[src/rtl/tx_frame_pulse_gen.sv]
module tx_frame_pulse_gen #(
  parameter int ROWS      = 9,
  parameter int COLS_HI   = 270,
  parameter int COLS_LO   = 90,
  parameter int C1_COL_HI = 6,
  parameter int C1_COL_LO = 2,
  parameter int RW        = $clog2(ROWS),
  parameter int CW        = $clog2(COLS_HI)
) (
  input  logic          clk,
  input  logic          rst_n,
  input  logic          rate_lo,
  input  logic          sf_en,
  input  logic          sync_2k,
  input  logic          frame_start,
  input  logic [RW-1:0] j1_row,
  input  logic [CW-1:0] j1_col,
  input  logic [RW-1:0] v1_row,
  input  logic [CW-1:0] v1_col,
  output logic          fp_out,
  output logic [1:0]    mf_phase
);

  logic [RW-1:0] row_q, j1r_l, v1r_l;
  logic [CW-1:0] col_q, j1c_l, v1c_l;
  logic          rate_l, sf_l, locked, sync_q, pend;
  logic [1:0]    mf_q;

  wire           rise     = sync_2k & ~sync_q;
  wire [CW-1:0]  last_col = rate_l ? CW'(COLS_LO - 1) : CW'(COLS_HI - 1);
  wire [CW-1:0]  c1_col   = rate_l ? CW'(C1_COL_LO) : CW'(C1_COL_HI);
  wire           row_end  = (col_q == last_col);

  always_ff @(posedge clk) begin
    if (!rst_n) begin
      row_q  <= '0;
      col_q  <= '0;
      j1r_l  <= '0;
      j1c_l  <= '0;
      v1r_l  <= '0;
      v1c_l  <= '0;
      rate_l <= 1'b0;
      sf_l   <= 1'b0;
      locked <= 1'b0;
      sync_q <= 1'b0;
      pend   <= 1'b0;
      mf_q   <= '0;
    end else begin
      sync_q <= sync_2k;
      if (frame_start) begin
        row_q  <= '0;
        col_q  <= '0;
        locked <= 1'b1;
        rate_l <= rate_lo;
        sf_l   <= sf_en;
        j1r_l  <= j1_row;
        j1c_l  <= j1_col;
        v1r_l  <= v1_row;
        v1c_l  <= v1_col;
        mf_q   <= (pend | rise) ? 2'd0 : mf_q + 2'd1;
        pend   <= 1'b0;
      end else begin
        pend  <= pend | rise;
        col_q <= row_end ? '0 : col_q + 1'b1;
        if (row_end)
          row_q <= (row_q == RW'(ROWS - 1)) ? '0 : row_q + 1'b1;
      end
    end
  end

  wire c1_hit = (row_q == '0) && (col_q == c1_col);
  wire j1_hit = (row_q == j1r_l) && (col_q == j1c_l);
  wire v1_hit = sf_l && (mf_q == 2'd0) && (row_q == v1r_l) && (col_q == v1c_l);

  assign fp_out   = locked & (c1_hit | j1_hit | v1_hit);
  assign mf_phase = mf_q;

endmodule

[config.mk]
export PLATFORM = sky130hd
export DESIGN_NAME = tx_frame_pulse_gen
export DESIGN_NICKNAME = d
export VERILOG_FILES = /design/src/rtl/tx_frame_pulse_gen.sv
export SDC_FILE = /design/constraint.sdc
export NUM_CORES = 1
export LEC_CHECK = 0
export ABC_CLOCK_PERIOD_IN_PS = 2000
export BUFFER_PORTS_ARGS = -buffer_cell sky130_fd_sc_hd__buf_2
export CELL_PAD_IN_SITES_DETAIL_PLACEMENT = 0
export CELL_PAD_IN_SITES_GLOBAL_PLACEMENT = 1
export CORE_ASPECT_RATIO = 0.75
export CORE_MARGIN = 5
export CORE_UTILIZATION = 43
export DETAILED_ROUTE_END_ITERATION = 7
export PLACE_DENSITY_LB_ADDON = 0.12
export SETUP_SLACK_MARGIN = 0.02
export SYNTH_ARGS = -nofsm -noshare
export SYNTH_HDL_FRONTEND = slang
export SYNTH_SLANG_ARGS = --single-unit
export TNS_END_PERCENT = 50
[constraint.sdc]
create_clock -name clk -period 2 [get_ports clk]
set_clock_uncertainty 0.15 [all_clocks]
set_input_delay 0.2 -clock clk [delete_from_list [all_inputs] [get_ports clk]]
set_output_delay 0.2 -clock clk [all_outputs]
set_load 0.02 [all_outputs]
* Yosys cells after proc, flatten, opt, wreduce, memory -nomap -nowiden
Cells that the tools add are included.
Cells by class: $add $sub $neg 3, equal/unequal tests 7, muxes and demuxes 4, bitwise gates (word level) 7, reductions and logical operators 9
Operators by type and width (count):
- $eq A9 B9 Y1 | 3
- $add A9 B1 Y9 const B | 1
- $eq A9 B3 Y1 | 1
- $mux W9 | 1
- $eq A4 B4 Y1 | 2
- $logic_and A1 B1 Y1 | 5
- $add A4 B1 Y4 const B | 1
- $eq A4 B4 Y1 const B | 1
- $logic_not A4 Y1 | 1
- $mux W4 | 1
- $mux W3 | 1
- $or A1 B1 Y1 | 3
- $reduce_or A3 Y1 | 1
- $add A2 B1 Y2 const B | 1
- $and A1 B1 Y1 | 2
- $logic_not A2 Y1 | 1
- $mux W2 | 1
- $not A1 Y1 | 2
- $reduce_or A2 Y1 | 1
Storage, ports and cells: bits in registers 46, input port bits 32, output and inout port bits 3, logic and storage cells 42

* Longest topological paths before layout
word-level depth 6, depth in mapped cells 7, gate-level depth less buffers 6

* Worst setup path before layout
OpenSTA, ideal clock, no wires.
kind register to output, start point reg col_q[5], end point out fp_out, data arrival time 1.509 ns, required time 1.650 ns, slack 0.141 ns, cell stages (with the launch flop) 7, buffers on the path 1, cell sequence dfxtp_1 -> clkbuf_1 -> xor2_1 -> nor4_1 -> nand4_1 -> nor4_1 -> o21a_1
Between the ends: longest elaborated chain between the ends 5, elaborated cells between the ends (all ways) 9, those cells by class 3 x eq/ne; 3 x bitwise; 3 x reduce/logical
Ends and longest elaborated chain:
- start, declared | line 25 | logic [CW-1:0] col_q, j1c_l, v1c_l;
- start signal, assigned | line 64 | col_q <= row_end ? '0 : col_q + 1'b1;
- $eq A9 B3 Y1 / $eq A9 B9 Y1 (equally long branches) | line 71, 72
- $logic_and A1 B1 Y1, on equally long branches | line 71, 72
- $or A1 B1 Y1 | line 75 | assign fp_out = locked & (c1_hit | j1_hit | v1_hit);
- $or A1 B1 Y1 (*) | line 75
- $and A1 B1 Y1 (*) | line 75
- end, declared | line 20 | output logic fp_out,
Mark *: on every way between the ends. The rest lies on a longest branch, timed or not.

* Final worst setup path
start point reg row_q[3], end point out fp_out
Between the ends: longest elaborated chain between the ends 5, elaborated cells between the ends (all ways) 10, those cells by class 2 x eq/ne; 3 x bitwise; 5 x reduce/logical
Ends and longest elaborated chain:
- start, declared | line 24 | logic [RW-1:0] row_q, j1r_l, v1r_l;
- start signal, assigned | line 66 | row_q <= (row_q == RW'(ROWS - 1)) ? '0 : row_q + 1'b1;
- $eq A4 B4 Y1, or another cell as far along | line 72 | wire j1_hit = (row_q == j1r_l) && (col_q == j1c_l);
- $logic_and A1 B1 Y1, on equally long branches | line 72, 71, 73
- $or A1 B1 Y1 / $logic_and A1 B1 Y1 (equally long branches) | line 75, 73
- $or A1 B1 Y1 (*) | line 75
- $and A1 B1 Y1 (*) | line 75
Marked as above.

==> impl_metrics.tcl <==
set metrics [dict create \
    outcome "finished with violations" \
    violated_checks "negative setup slack" \
    maxSlewViolCount 0 \
    grt.overflow.total 0 \
    worst-slew-pin-transition_ns 0.503 \
    avgViaCountPerCell 4.51 \
    route.vias.total 1487 \
    grt_first_pass_wirelength_mm 7.07 \
    detail_route.first_pass.iterations 4 \
    synth_top_area_cell "sky130_fd_sc_hd__dfxtp_1" \
    floorplan.rows 22 \
    cts.reportedPaths.clkPinSlew_ns 0.09 \
    finalSetupViolations 1 \
    grt_pass1_vias 1402 \
    maxCapViolations 0 \
    groute.usage.overall 0.133 \
    post_drt_wl_per_cell_um 12.9 \
    power.leakage_nw 1.09 \
    seq_area_frac_synth 0.410 \
    detailedPlace.worstSlack_ns 0.0578 \
    p_sw_frac 0.224 \
    drcViolationCount 0 \
    final-instance-count-excl-fill 330 \
    fin_tns_setup_ns -0.0665 \
    initial_antenna_violation_count 0 \
    prevailing_post_synth_register_cell "sky130_fd_sc_hd__dfxtp_1" \
    p_seq_frac 0.524 \
    layout_worst_path_cycle_share 1.03 \
    synth.most_common_cell "sky130_fd_sc_hd__dfxtp_1" \
    criticalPathCategory "reg -> out" \
    placed_cells 322 \
    first_iter_violations 44 \
    clock_tree.buffer_depth 2 \
    postSynthRegisterBits 46 \
    pin_count_of_the_biggest_net_entering_global_routing 34 \
    max-slew-margin-rel 0.665 \
    top_cells_by_area_synth "sky130_fd_sc_hd__dfxtp_1 41%, sky130_fd_sc_hd__mux2i_1 13%, sky130_fd_sc_hd__nor2b_1 8.4%" \
    internal_power_mw 1.46 \
    clock_insertion_delay_worst_skew_ns 0.29 \
    fillers 469 \
    count_of_buffers_from_port_buffering 34 \
    timing.critical_path.required_ns 1.65 \
    power-per-cell-area_nw_per_um2 721 \
    cts.root.buffer_cell "sky130_fd_sc_hd__clkbuf_8" \
    syn-cell-area_um2 2240 \
    io_pins 35 \
    timing.hold.worst.class "in -> reg" \
    synth_area_per_cell_um2 9.89 \
    synth_enable_flop_cells 0 \
    synthArstFlopShare 0 \
    floorplan.die.width_um 93.4 \
    switching_power_mw 0.422 \
    postRouteWirelength_mm 4.24 \
    initial_utilization 0.451 \
    startpoint_type "register" \
    area_occupied_by_multi_input_gates_um2 1220 \
    die_height_um 72.6 \
    htreeDepth 2 \
    regArea_um2 926 \
    core_area_um2 4980 \
    n_antenna_cell 0 \
    critPathMaxFanout 7 \
    globalplace.congestion 0.818 \
    cts_sinks 46 \
    maxClockFrequency_ghz 0.484 \
    ys_warn_count 0 \
    numCtsBuffers 5 \
    final_nets 296 \
    final_period_minus_worst_setup_slack_ns 2.07 \
    mappedNetlistNets 265 \
    fraction_of_layout_cells_with_a_size_suffix_above_1 0.213 \
    worstPathArrival_ns 1.72 \
    fp.dieArea_um2 6780 \
    final_antenna_net_count 0 \
    grt_setup_unrepaired "yes" \
    cts_tree "done" \
    finalHoldViolations 0 \
    power.combinational.fraction 0.106 \
    area.growth.synth_to_final_pct 16.4 \
    cts.repair_timing.setup_buffer_count 0 \
    setup_slack_ns -0.0665 \
    dpl.hpwl_mm 3.21 \
    synth_commonest_cells "46 x sky130_fd_sc_hd__dfxtp_1, 30 x sky130_fd_sc_hd__nor2b_1, 29 x sky130_fd_sc_hd__mux2i_1" \
    netlist_instances 227 \
    synth_largest_type_area_fraction 0.410 \
    end_kind "primary output" \
    vdd_drop_max_mv 0.392 \
    synth_cell_types 32 \
    share_clk_of_total_power 0.370 \
]
[final timing paths]
kind                            startpoint        to  slack [ns]  depth (start not counted)
worst max-delay path              row_q[3]    fp_out       -0.07                          6
worst min-delay path             j1_col[1]  j1c_l[1]       0.006                          3
worst max register to register    col_q[2]  row_q[3]        0.24                          5
worst min register to register      locked    locked        0.31                          1
[worst max-delay path: stages (launching register included)]
cell                      delay [ns]
sky130_fd_sc_hd__dfxtp_4        0.38
sky130_fd_sc_hd__xor2_1         0.15
sky130_fd_sc_hd__nor4_2         0.27
sky130_fd_sc_hd__nand4_1        0.16
sky130_fd_sc_hd__o31ai_2        0.20
sky130_fd_sc_hd__o21a_1         0.15
sky130_fd_sc_hd__buf_6          0.12
[what timing repair did]
| item | in CTS | in global routing |
|---|---|---|
| hold buffers | 1 | 0 |
| pin swaps | 1 | 0 |
| hold endpoints to repair | 1 | 0 |
| endpoints found under the setup margin | 1 | 1 |
| resized for setup | 4 | 4 |
| gates cloned | 0 | 0 |
[layout make-up]
cell class	instances	area share
clock buffer	6	0.0316
multi-input combinational	156	0.468
clock inverter	1	0.0115
tap	72	0.0345
timing repair buffer	41	0.0886
inverter	8	0.0115
sequential	46	0.354
[power by group through the flow]
stage               logic [mW]  clock network, mW  registers, mW
floorplan                0.135                  0           1.00
global placement         0.196                  0           1.01
detailed placement       0.196                  0           1.01
CTS                      0.202              0.718          0.989
global route             0.225              0.756          0.992
finish                   0.201              0.697          0.987
[routing by layer]
metal,up-vias,GRT usage,share of wire
li1,816,-,-
met1,642,0.219,0.59
met2,27,0.160,0.36
met3,2,0.0402,0.053
met4,0,0.0341,0.0024
met5,-,0,0
[flip-flops by register name, summed over array words and instances (netlist names)]
name / flops
mf_phase: 2
row_q: 4
locked: 1
j1c_l: 9
pend: 1
sync_q: 1
j1r_l: 4
v1r_l: 4
rate_l: 1
col_q: 9
v1c_l: 9
sf_l: 1
[per-stage QoR]
step / total power, mW / utilization / hold slack, ns / area [um^2]
final: 1.89 / 0.525 / 0.00623 / 2610
after global routing: 1.97 / 0.525 / 0.00806 / 2610
after CTS: 1.91 / 0.522 / 0.00382 / 2600
after detailed placement: 1.21 / 0.494 / 0.273 / 2460
after global placement: 1.21 / 0.494 / 0.267 / 2460
after floorplan: 1.14 / - / 0.172 / 2240
[cell families after synthesis]
family | count (synthesis) | synth area share
AOI/OAI and AO/OA | 14 | 0.0485
muxes | 29 | 0.129
DFF | 46 | 0.410
buffers and inverters | 25 | 0.0524
adders and majority gates | 6 | 0.0334
and+or+nand+nor | 73 | 0.193
xor gates and xnor gates | 34 | 0.133
[cell usage in the layout (no fill, tap or decap)]
cell,synthesis,final
sky130_fd_sc_hd__a2111o_1,1,1
sky130_fd_sc_hd__a211o_1,1,1
sky130_fd_sc_hd__a21oi_1,4,4
sky130_fd_sc_hd__and2_1,3,3
sky130_fd_sc_hd__and3_1,1,1
sky130_fd_sc_hd__and4b_1,1,1
sky130_fd_sc_hd__buf_2,7,33
sky130_fd_sc_hd__buf_4,0,6
sky130_fd_sc_hd__buf_6,2,1
sky130_fd_sc_hd__bufinv_16,0,1
sky130_fd_sc_hd__clkbuf_8,0,6
sky130_fd_sc_hd__dfxtp_1,46,44
sky130_fd_sc_hd__dfxtp_2,0,1
sky130_fd_sc_hd__dfxtp_4,0,1
sky130_fd_sc_hd__dlygate4sd3_1,0,1
sky130_fd_sc_hd__ha_1,6,6
sky130_fd_sc_hd__inv_1,8,8
sky130_fd_sc_hd__mux2i_1,29,29
sky130_fd_sc_hd__nand2_1,2,2
sky130_fd_sc_hd__nand2b_1,2,2
sky130_fd_sc_hd__nand3_1,7,7
sky130_fd_sc_hd__nand4_1,6,6
sky130_fd_sc_hd__nor2_1,13,13
sky130_fd_sc_hd__nor2b_1,30,30
sky130_fd_sc_hd__nor3_1,1,1
sky130_fd_sc_hd__nor3_4,1,1
sky130_fd_sc_hd__nor4_1,3,1
sky130_fd_sc_hd__nor4_2,0,2
sky130_fd_sc_hd__nor4b_1,1,1
sky130_fd_sc_hd__nor4b_2,1,1
sky130_fd_sc_hd__o2111ai_4,1,1
sky130_fd_sc_hd__o21a_1,2,2
sky130_fd_sc_hd__o21ai_0,4,4
sky130_fd_sc_hd__o31ai_2,0,1
sky130_fd_sc_hd__or3_1,1,1
sky130_fd_sc_hd__xnor2_1,21,21
sky130_fd_sc_hd__xor2_1,13,13
No activity file was read; power rests on OpenSTA's default activity.
